### src/rtl/uart_rx_status_pkg.sv
package uart_rx_status_pkg;
    localparam int NFLAG   = 4;
    localparam int F_FULL  = 0;
    localparam int F_OVR   = 1;
    localparam int F_NOISE = 2;
    localparam int F_FRAME = 3;

    localparam int SB_FULL  = 5;
    localparam int SB_OVR   = 3;
    localparam int SB_NOISE = 2;
    localparam int SB_FRAME = 1;

    typedef struct packed {
        logic flag;
        logic arm;
    } flag_state_t;

    function automatic logic [7:0] pack_status(input logic [NFLAG-1:0] f);
        logic [7:0] s;
        s           = 8'h00;
        s[SB_FULL]  = f[F_FULL];
        s[SB_OVR]   = f[F_OVR];
        s[SB_NOISE] = f[F_NOISE];
        s[SB_FRAME] = f[F_FRAME];
        return s;
    endfunction
endpackage

### src/rtl/uart_rx_flag_cell.sv
module uart_rx_flag_cell
    import uart_rx_status_pkg::*;
(
    input  logic clk,
    input  logic rst_n,
    input  logic set_i,
    input  logic rd_stat_i,
    input  logic rd_data_i,
    output logic flag_o,
    output logic arm_o
);
    flag_state_t st_d, st_q;

    always_comb begin
        st_d = st_q;
        // the data read uses the arm captured earlier; a set in the same cycle wins
        st_d.flag = set_i | (st_q.flag & ~(rd_data_i & st_q.arm));
        if (rd_stat_i)
            st_d.arm = st_q.flag;
        else if (rd_data_i)
            st_d.arm = 1'b0;
    end

    always_ff @(posedge clk) begin
        if (!rst_n) st_q <= '0;
        else        st_q <= st_d;
    end

    assign flag_o = st_q.flag;
    assign arm_o  = st_q.arm;

    AST_UNARMED_KEEP: assert property (@(posedge clk) disable iff (!rst_n)
        (st_q.flag && !st_q.arm) |=> st_q.flag);
    AST_SET_WINS: assert property (@(posedge clk) disable iff (!rst_n)
        set_i |=> st_q.flag);
    AST_ARM_DROP: assert property (@(posedge clk) disable iff (!rst_n)
        (rd_data_i && !rd_stat_i) |=> !st_q.arm);
endmodule

### src/rtl/uart_rx_data_hold.sv
module uart_rx_data_hold #(
    parameter int DW = 8
) (
    input  logic          clk,
    input  logic          rst_n,
    input  logic          load_i,
    input  logic [DW-1:0] byte_i,
    output logic [DW-1:0] data_o
);
    logic [DW-1:0] data_d, data_q;

    always_comb begin
        data_d = data_q;
        if (load_i) data_d = byte_i;
    end

    always_ff @(posedge clk) begin
        if (!rst_n) data_q <= '0;
        else        data_q <= data_d;
    end

    assign data_o = data_q;

    AST_LOAD_TAKES_BYTE: assert property (@(posedge clk) disable iff (!rst_n)
        load_i |=> (data_q == $past(byte_i)));
endmodule

### src/rtl/uart_rx_status.sv
module uart_rx_status
    import uart_rx_status_pkg::*;
#(
    parameter int DW = 8
) (
    input  logic          clk,
    input  logic          rst_n,
    input  logic          frame_done,
    input  logic [DW-1:0] frame_byte,
    input  logic          noise_in,
    input  logic          stop_bit_in,
    input  logic          rd_status,
    input  logic          rd_data,
    input  logic          en_overrun,
    input  logic          en_noise,
    input  logic          en_frame,
    output logic [7:0]    status,
    output logic [DW-1:0] rx_data,
    output logic          irq_overrun,
    output logic          irq_noise,
    output logic          irq_frame
);
    logic [NFLAG-1:0] flag_q;
    logic [NFLAG-1:0] arm_q;
    logic [NFLAG-1:0] set_d;
    logic             accept_d;
    logic             full_clr_d;

    always_comb begin
        full_clr_d      = rd_data & arm_q[F_FULL];
        accept_d        = frame_done & (~flag_q[F_FULL] | full_clr_d);
        set_d           = '0;
        set_d[F_FULL]   = accept_d;
        set_d[F_OVR]    = frame_done & ~accept_d;
        set_d[F_NOISE]  = frame_done & noise_in;
        set_d[F_FRAME]  = frame_done & ~stop_bit_in;
    end

    for (genvar g = 0; g < NFLAG; g++) begin : g_flag
        uart_rx_flag_cell u_cell (
            .clk       (clk),
            .rst_n     (rst_n),
            .set_i     (set_d[g]),
            .rd_stat_i (rd_status),
            .rd_data_i (rd_data),
            .flag_o    (flag_q[g]),
            .arm_o     (arm_q[g])
        );
    end

    uart_rx_data_hold #(.DW(DW)) u_data (
        .clk    (clk),
        .rst_n  (rst_n),
        .load_i (accept_d),
        .byte_i (frame_byte),
        .data_o (rx_data)
    );

    assign status      = pack_status(flag_q);
    assign irq_overrun = flag_q[F_OVR]   & en_overrun;
    assign irq_noise   = flag_q[F_NOISE] & en_noise;
    assign irq_frame   = flag_q[F_FRAME] & en_frame;

    AST_OVR_HOLDS_DATA: assert property (@(posedge clk) disable iff (!rst_n)
        (frame_done && status[SB_FULL] && !(rd_data && arm_q[F_FULL])) |=> $stable(rx_data));
    AST_OVR_FLAGGED: assert property (@(posedge clk) disable iff (!rst_n)
        (frame_done && status[SB_FULL] && !(rd_data && arm_q[F_FULL])) |=> status[SB_OVR]);
    AST_ACCEPT_KEEPS_FULL: assert property (@(posedge clk) disable iff (!rst_n)
        (frame_done && rd_data && arm_q[F_FULL]) |=> (status[SB_FULL] && $past(frame_byte) == rx_data));
endmodule

### config.mk
export PLATFORM = sky130hd
export DESIGN_NAME = uart_rx_status
export DESIGN_NICKNAME = d
export VERILOG_FILES = /design/src/rtl/uart_rx_status_pkg.sv /design/src/rtl/uart_rx_flag_cell.sv /design/src/rtl/uart_rx_data_hold.sv /design/src/rtl/uart_rx_status.sv
export SDC_FILE = /design/constraint.sdc
export NUM_CORES = 1
export LEC_CHECK = 0
export ABC_CLOCK_PERIOD_IN_PS = 1200
export BUFFER_PORTS_ARGS = -buffer_cell sky130_fd_sc_hd__buf_2
export CELL_PAD_IN_SITES_DETAIL_PLACEMENT = 0
export CELL_PAD_IN_SITES_GLOBAL_PLACEMENT = 1
export CORE_AREA = 4 4 54 56
export DETAILED_ROUTE_END_ITERATION = 12
export DIE_AREA = 0 0 58 60
export GPL_ROUTABILITY_DRIVEN = 0
export PLACE_DENSITY = 0.79
export SLEW_MARGIN = 20
export SYNTH_ARGS = -nofsm -noshare
export SYNTH_HDL_FRONTEND = slang
export SYNTH_SLANG_ARGS = --single-unit
export TNS_END_PERCENT = 5
### constraint.sdc
create_clock -name clk -period 1.2 [get_ports clk]
set_input_delay 0.06 -clock clk [delete_from_list [all_inputs] [get_ports clk]]
set_output_delay 0.06 -clock clk [all_outputs]
set_load 0.01 [all_outputs]
Yosys cells after proc, flatten, opt, wreduce, memory -nomap -nowiden
Index checks and enable logic that the tools add are counted.
{"block": "totals", "register_bits": 16, "latch_bits": 0, "ramBits": 0, "romBits": 0, "inputBits": 18, "output_inout_bits": 19, "elab_cells": 42, "mem_count": 0}
{"block": "classes", "n_addsub": 0, "multipliers": 0, "n_div": 0, "n_lt_le_gt_ge": 0, "n_eq_ne": 0, "shift": 0, "n_mux": 5, "bitwise": 27, "n_reduce_logical": 1}
{"op": "AND 1 bit", "count": 15}
{"op": "inverter 1 bit", "count": 7}
{"op": "2-to-1 mux 1 bit", "count": 5}
{"op": "bitwise OR 1 bit", "count": 5}
{"op": "nonzero test 2 bit", "count": 1}

Longest topological paths before layout
{"block": "depth", "ltp_word": 6, "ltp_mapped": 5, "depth_no_buf": 3}

Cells and area by module
A second synthesis with hierarchy kept.
{"block": "hier_totals", "hier_cells": 66, "area_unflattened_um2": 689.4}
{"module": "uart_rx_flag_cell", "n_inst": 4, "cells_per_inst": 7, "area_each_um2": 76.3, "seq_area_each_um2": 40.0}
{"module": "uart_rx_data_hold", "n_inst": 1, "cells_per_inst": 25, "area_each_um2": 301.5, "seq_area_each_um2": 160.2}
{"module": "uart_rx_status", "n_inst": 1, "cells_per_inst": 13, "area_each_um2": 82.6, "seq_area_each_um2": 0.0}

Worst setup path before layout
OpenSTA, ideal clock, no wires.
{"block": "synth_path", "path_type": "register to register", "start": "register g_flag[0].u_cell.st_q, in the netlist g_flag[0].u_cell.flag_o", "end": "register u_data.data_q[0], in the netlist u_data.data_o[0]", "setup_ns": 0.119, "arrival_time_ns": 0.805, "required_ns": 1.081, "slack_ns": 0.276, "path_stages_with_launch": 5, "path_buffers": 1, "synth_period_minus_slack_ns": 0.924, "cell_sequence": "dfxtp_1 -> a21boi_4 -> nor2b_2 -> buf_6 -> mux2i_1"}
{"block": "synth_between", "elab_chain_cells": 3}
{"element": "start, declared", "line_no": "uart_rx_flag_cell.sv:12", "source": "flag_state_t st_d, st_q;"}
{"element": "start signal, assigned", "line_no": "uart_rx_flag_cell.sv:26", "source": "else st_q <= st_d;"}
{"element": "inverter 1 bit", "line_no": "uart_rx_status.sv:31", "source": "accept_d = frame_done & (~flag_q[F_FULL] | full_clr_d);"}
{"element": "bitwise OR 1 bit", "line_no": "uart_rx_status.sv:31"}
{"element": "AND 1 bit", "line_no": "uart_rx_status.sv:31"}
{"element": "end signal, assigned", "line_no": "uart_rx_data_hold.sv:19", "source": "else data_q <= data_d;"}
{"element": "end, declared", "line_no": "uart_rx_data_hold.sv:10", "source": "logic [DW-1:0] data_d, data_q;"}
Every way passes these cells.
A chain may end at the register's enable or synchronous reset.

Worst setup path after layout
{"block": "layout_path", "start": "register g_flag[0].u_cell.st_q, in the netlist g_flag[0].u_cell.flag_o", "end": "register u_data.data_q[5], in the netlist u_data.data_o[5]"}
Same word-level chain as after synthesis.

==> Implementation_results.wiki <==
{| class="wikitable"
! Metric !! Value
|-
| Final std cells w/o fill || 140
|-
| Most frequent standard cell in the layout excluding fill and tap cells || buf_2
|-
| Routed WL per cell || 10.14 µm
|-
| IR drop worst, VDD || around 790 µV
|-
| Worst Hold Class || input pin to register
|-
| Final Skew || between 0.003 and 0.004 ns
|-
| Startpoint of the worst register-to-register path || g_flag[0].u_cell.flag_o
|-
| Crit Path Class || register to register
|-
| Slack of the worst reg-to-reg path || between 0.15 and 0.2 ns
|-
| # DRC || 0
|-
| Critical Path RT || 1.41 ns
|-
| Placeable Area || approximately 2400 µm²
|-
| IO Count || 37
|-
| Area growth, synth to finish || 24.41%
|-
| Largest net degree at the start of global routing || 25
|-
| Post-synthesis sequential element count || 16
|-
| Peak clock frequency supported by timing || between 900 and 1000 MHz
|-
| Final hold vios || 0
|-
| Largest buffer count on any clock path || 2
|-
| Most used cells in the layout excluding fill and tap cells || buf_2 (32), nand2_1 (19), dfxtp_1 (16), mux2i_1 (8), nor2b_1 (8)
|-
| Iteration count of the initial detailed-routing pass || 2
|-
| Number of endpoints failing setup at the final stage || 0
|-
| Total number of yosys warnings || 0
|-
| Total Wirelength || between 1000 and 1500 µm
|-
| Worst Setup End Kind || register
|-
| CP Cell Sequence || a21boi_4, nor2b_2, buf_12, mux2i_1
|-
| DIE WIDTH || between 50 and 60 µm
|-
| Total global routing track utilization || 0.08537
|-
| Power density normalized to cell area || 1196 nW/µm²
|-
| Summed instance area of the synthesized netlist || 743.2 µm²
|-
| Initial Util || 0.3056
|-
| Worst path setup slack after routing || 0.1775 ns
|-
| Worst-path clk slew || about 0.09 ns
|-
| LEAKAGE || approximately 0.00044 µW
|-
| Total overflow reported by the global router || 0
|-
| Vertical extent of the die || ~60 µm
|-
| Max stage delay on crit path || around 0.33 ns
|-
| Cell count after synthesis || approximately 80
|-
| Number of inserted diodes || 0
|-
| Max-slew violation count || 0
|-
| Avg Synthesized Cell Area || around 9.1 µm²
|-
| Buffers on Ports || 32
|-
| Placed wire-length estimate after detailed placement || ~1100 µm
|-
| Result of the run || finished clean
|-
| Die outline area || 3480 µm²
|-
| Standard-cell rows || 18
|-
| CP Launch Type || register
|-
| Share of the yosys chip area belonging to registers || 0.4310
|-
| Post-CTS Setup Repair Bufs || 0
|-
| H-tree depth || 1
|-
| Net total in the final layout || approximately 130
|-
| Placed Cells || roughly 140
|-
| First-pass GRT wire length || around 2300 µm
|-
| Clock sink count || 16
|-
| Antenna violations before repair || 0
|-
| Post-layout min period || between 1 and 1.5 ns
|-
| Slowest stage cell, crit path || dfxtp_1
|-
| Setup tns final || 0 ns
|-
| Setup repair after global routing missed its margin || false
|-
| CP Data Arrival Time || roughly 1.2 ns
|-
| Vias post-DR || a little under 600
|-
| Number of buffers created by CTS || 3
|-
| Critical-path maximum fanout || 8
|-
| Hold bufs inserted after CTS || 0
|-
| Number of distinct standard cells referenced by the synthesized netlist || 15
|-
| Reported max-cap violation count || 0
|-
| Clock insertion delay at the later pin of the skew report || roughly 0.28 ns
|-
| Quantity of gates resized following cts || 0
|-
| Number of nets with antenna violations after routing || 0
|-
| Number of global-route vias before repair || between 500 and 600
|-
| Hold Crit Depth || 3
|-
| Worst reg2reg path depth || 4
|-
| Final critical-path share of the clock period || 0.8521
|-
| Destination of the worst register-to-register timing path || u_data.data_o[5]
|-
| Destination of the critical timing path || u_data.data_o[5]
|-
| Cell at the root of the clock tree || clkbuf_4
|-
| TritonCTS clock tree || yes
|-
| Via-to-Cell Ratio || between 4 and 5
|-
| Layout cell share with drive strength beyond 1 || 0.3545
|-
| Placement Setup Slack || between 0.15 and 0.2 ns
|-
| First DRT Iteration DRCs || 10
|-
| Worst setup path startpoint || g_flag[0].u_cell.flag_o
|}
-- cell families (layout without fill, tap and decap cells) --
logic type,Yosys count,in the layout,synth area share
AND/OR/NAND/NOR,35,35,0.2408
flip-flops,16,16,0.4310
AO/OA/AOI/OAI,9,9,0.08922
buffers and inverters,13,38,0.1263
multiplexers,8,8,0.1077
other,1,4,0.005046
-- state kept, by name, indices dropped and copies added (netlist names) --
signal / count
g_flag.u_cell.flag_o: 4
g_flag.u_cell.arm_o: 4
u_data.data_o: 8
-- stage by stage --
step                total power [µW]  hold slack (ns)  instance area (µm²)    util
floorplan                      721.6           0.1839                754.5       -
global placement               770.7           0.3131                878.3  0.3611
detailed placement             773.8           0.3137                878.3  0.3611
CTS                             1125         0.002426                914.6  0.3760
global route                    1174         0.006159                924.6  0.3801
finish                          1106          0.01509                924.6  0.3801
-- cell usage after synthesis --
master    count  area, µm²
a22oi_1       2      15.01
mux2i_1       8      80.08
a21boi_4      1      18.77
nor3b_1       4      30.03
clkbuf_1      3      11.26
nor2b_2       1      8.760
dfxtp_1      16      320.3
buf_6         2      22.52
buf_4         8      60.06
o21a_1        1      7.510
a21oi_1       5      25.02
conb_1        1      3.750
and2_1        3      18.77
nor2b_1       8      50.05
nand2_1      19      71.32
-- final cells by class --
| cell class | instances | area, µm² |
|---|---|---|
| Fill cell | 257 | 1508 |
| Multi-Input combinational cell | 56 | 340.3 |
| Sequential cell | 16 | 320.3 |
| Timing Repair Buffer | 34 | 190.2 |
| Tap cell | 30 | 37.54 |
| Clock buffer | 4 | 36.28 |
-- worst min-delay path by stage --
stage | start | endpoint | slack, ns
after floorplan | frame_done | g_flag[0].u_cell.flag_o | 0.18
after global placement | frame_byte[0] | u_data.data_o[0] | 0.31
after detailed placement | frame_byte[4] | u_data.data_o[4] | 0.31
after CTS | frame_byte[4] | u_data.data_o[4] | 0.002
after global routing | frame_byte[4] | u_data.data_o[4] | 0.006
final | frame_byte[6] | u_data.data_o[6] | 0.02
-- critical path: cells and delay by family, from the launching register on --
| kind | cells | cell delay (ns) |
|---|---|---|
| AO/OA/AOI/OAI | 1 | 0.15 |
| multiplexers | 1 | 0.17 |
| flip-flops | 1 | 0.33 |
| AND/OR/NAND/NOR | 1 | 0.16 |
| buffers and inverters | 1 | 0.14 |
-- power breakdown --
part | internal, µW | total (µW) | switching (µW) | leakage [µW]
logic | 91.7 | 181 | 89.4 | 0.000283
registers | 562 | 581 | 18.9 | 0.000131
clock network | 184 | 343 | 159 | 0.0000210
-- per-layer routing --
layer	GRT usage	routed length, µm
met5	0	0
met4	0.009934	0
met3	0.05184	181
met2	0.1339	610
met1	0.1031	627
(Power assumes the default switching activity.)
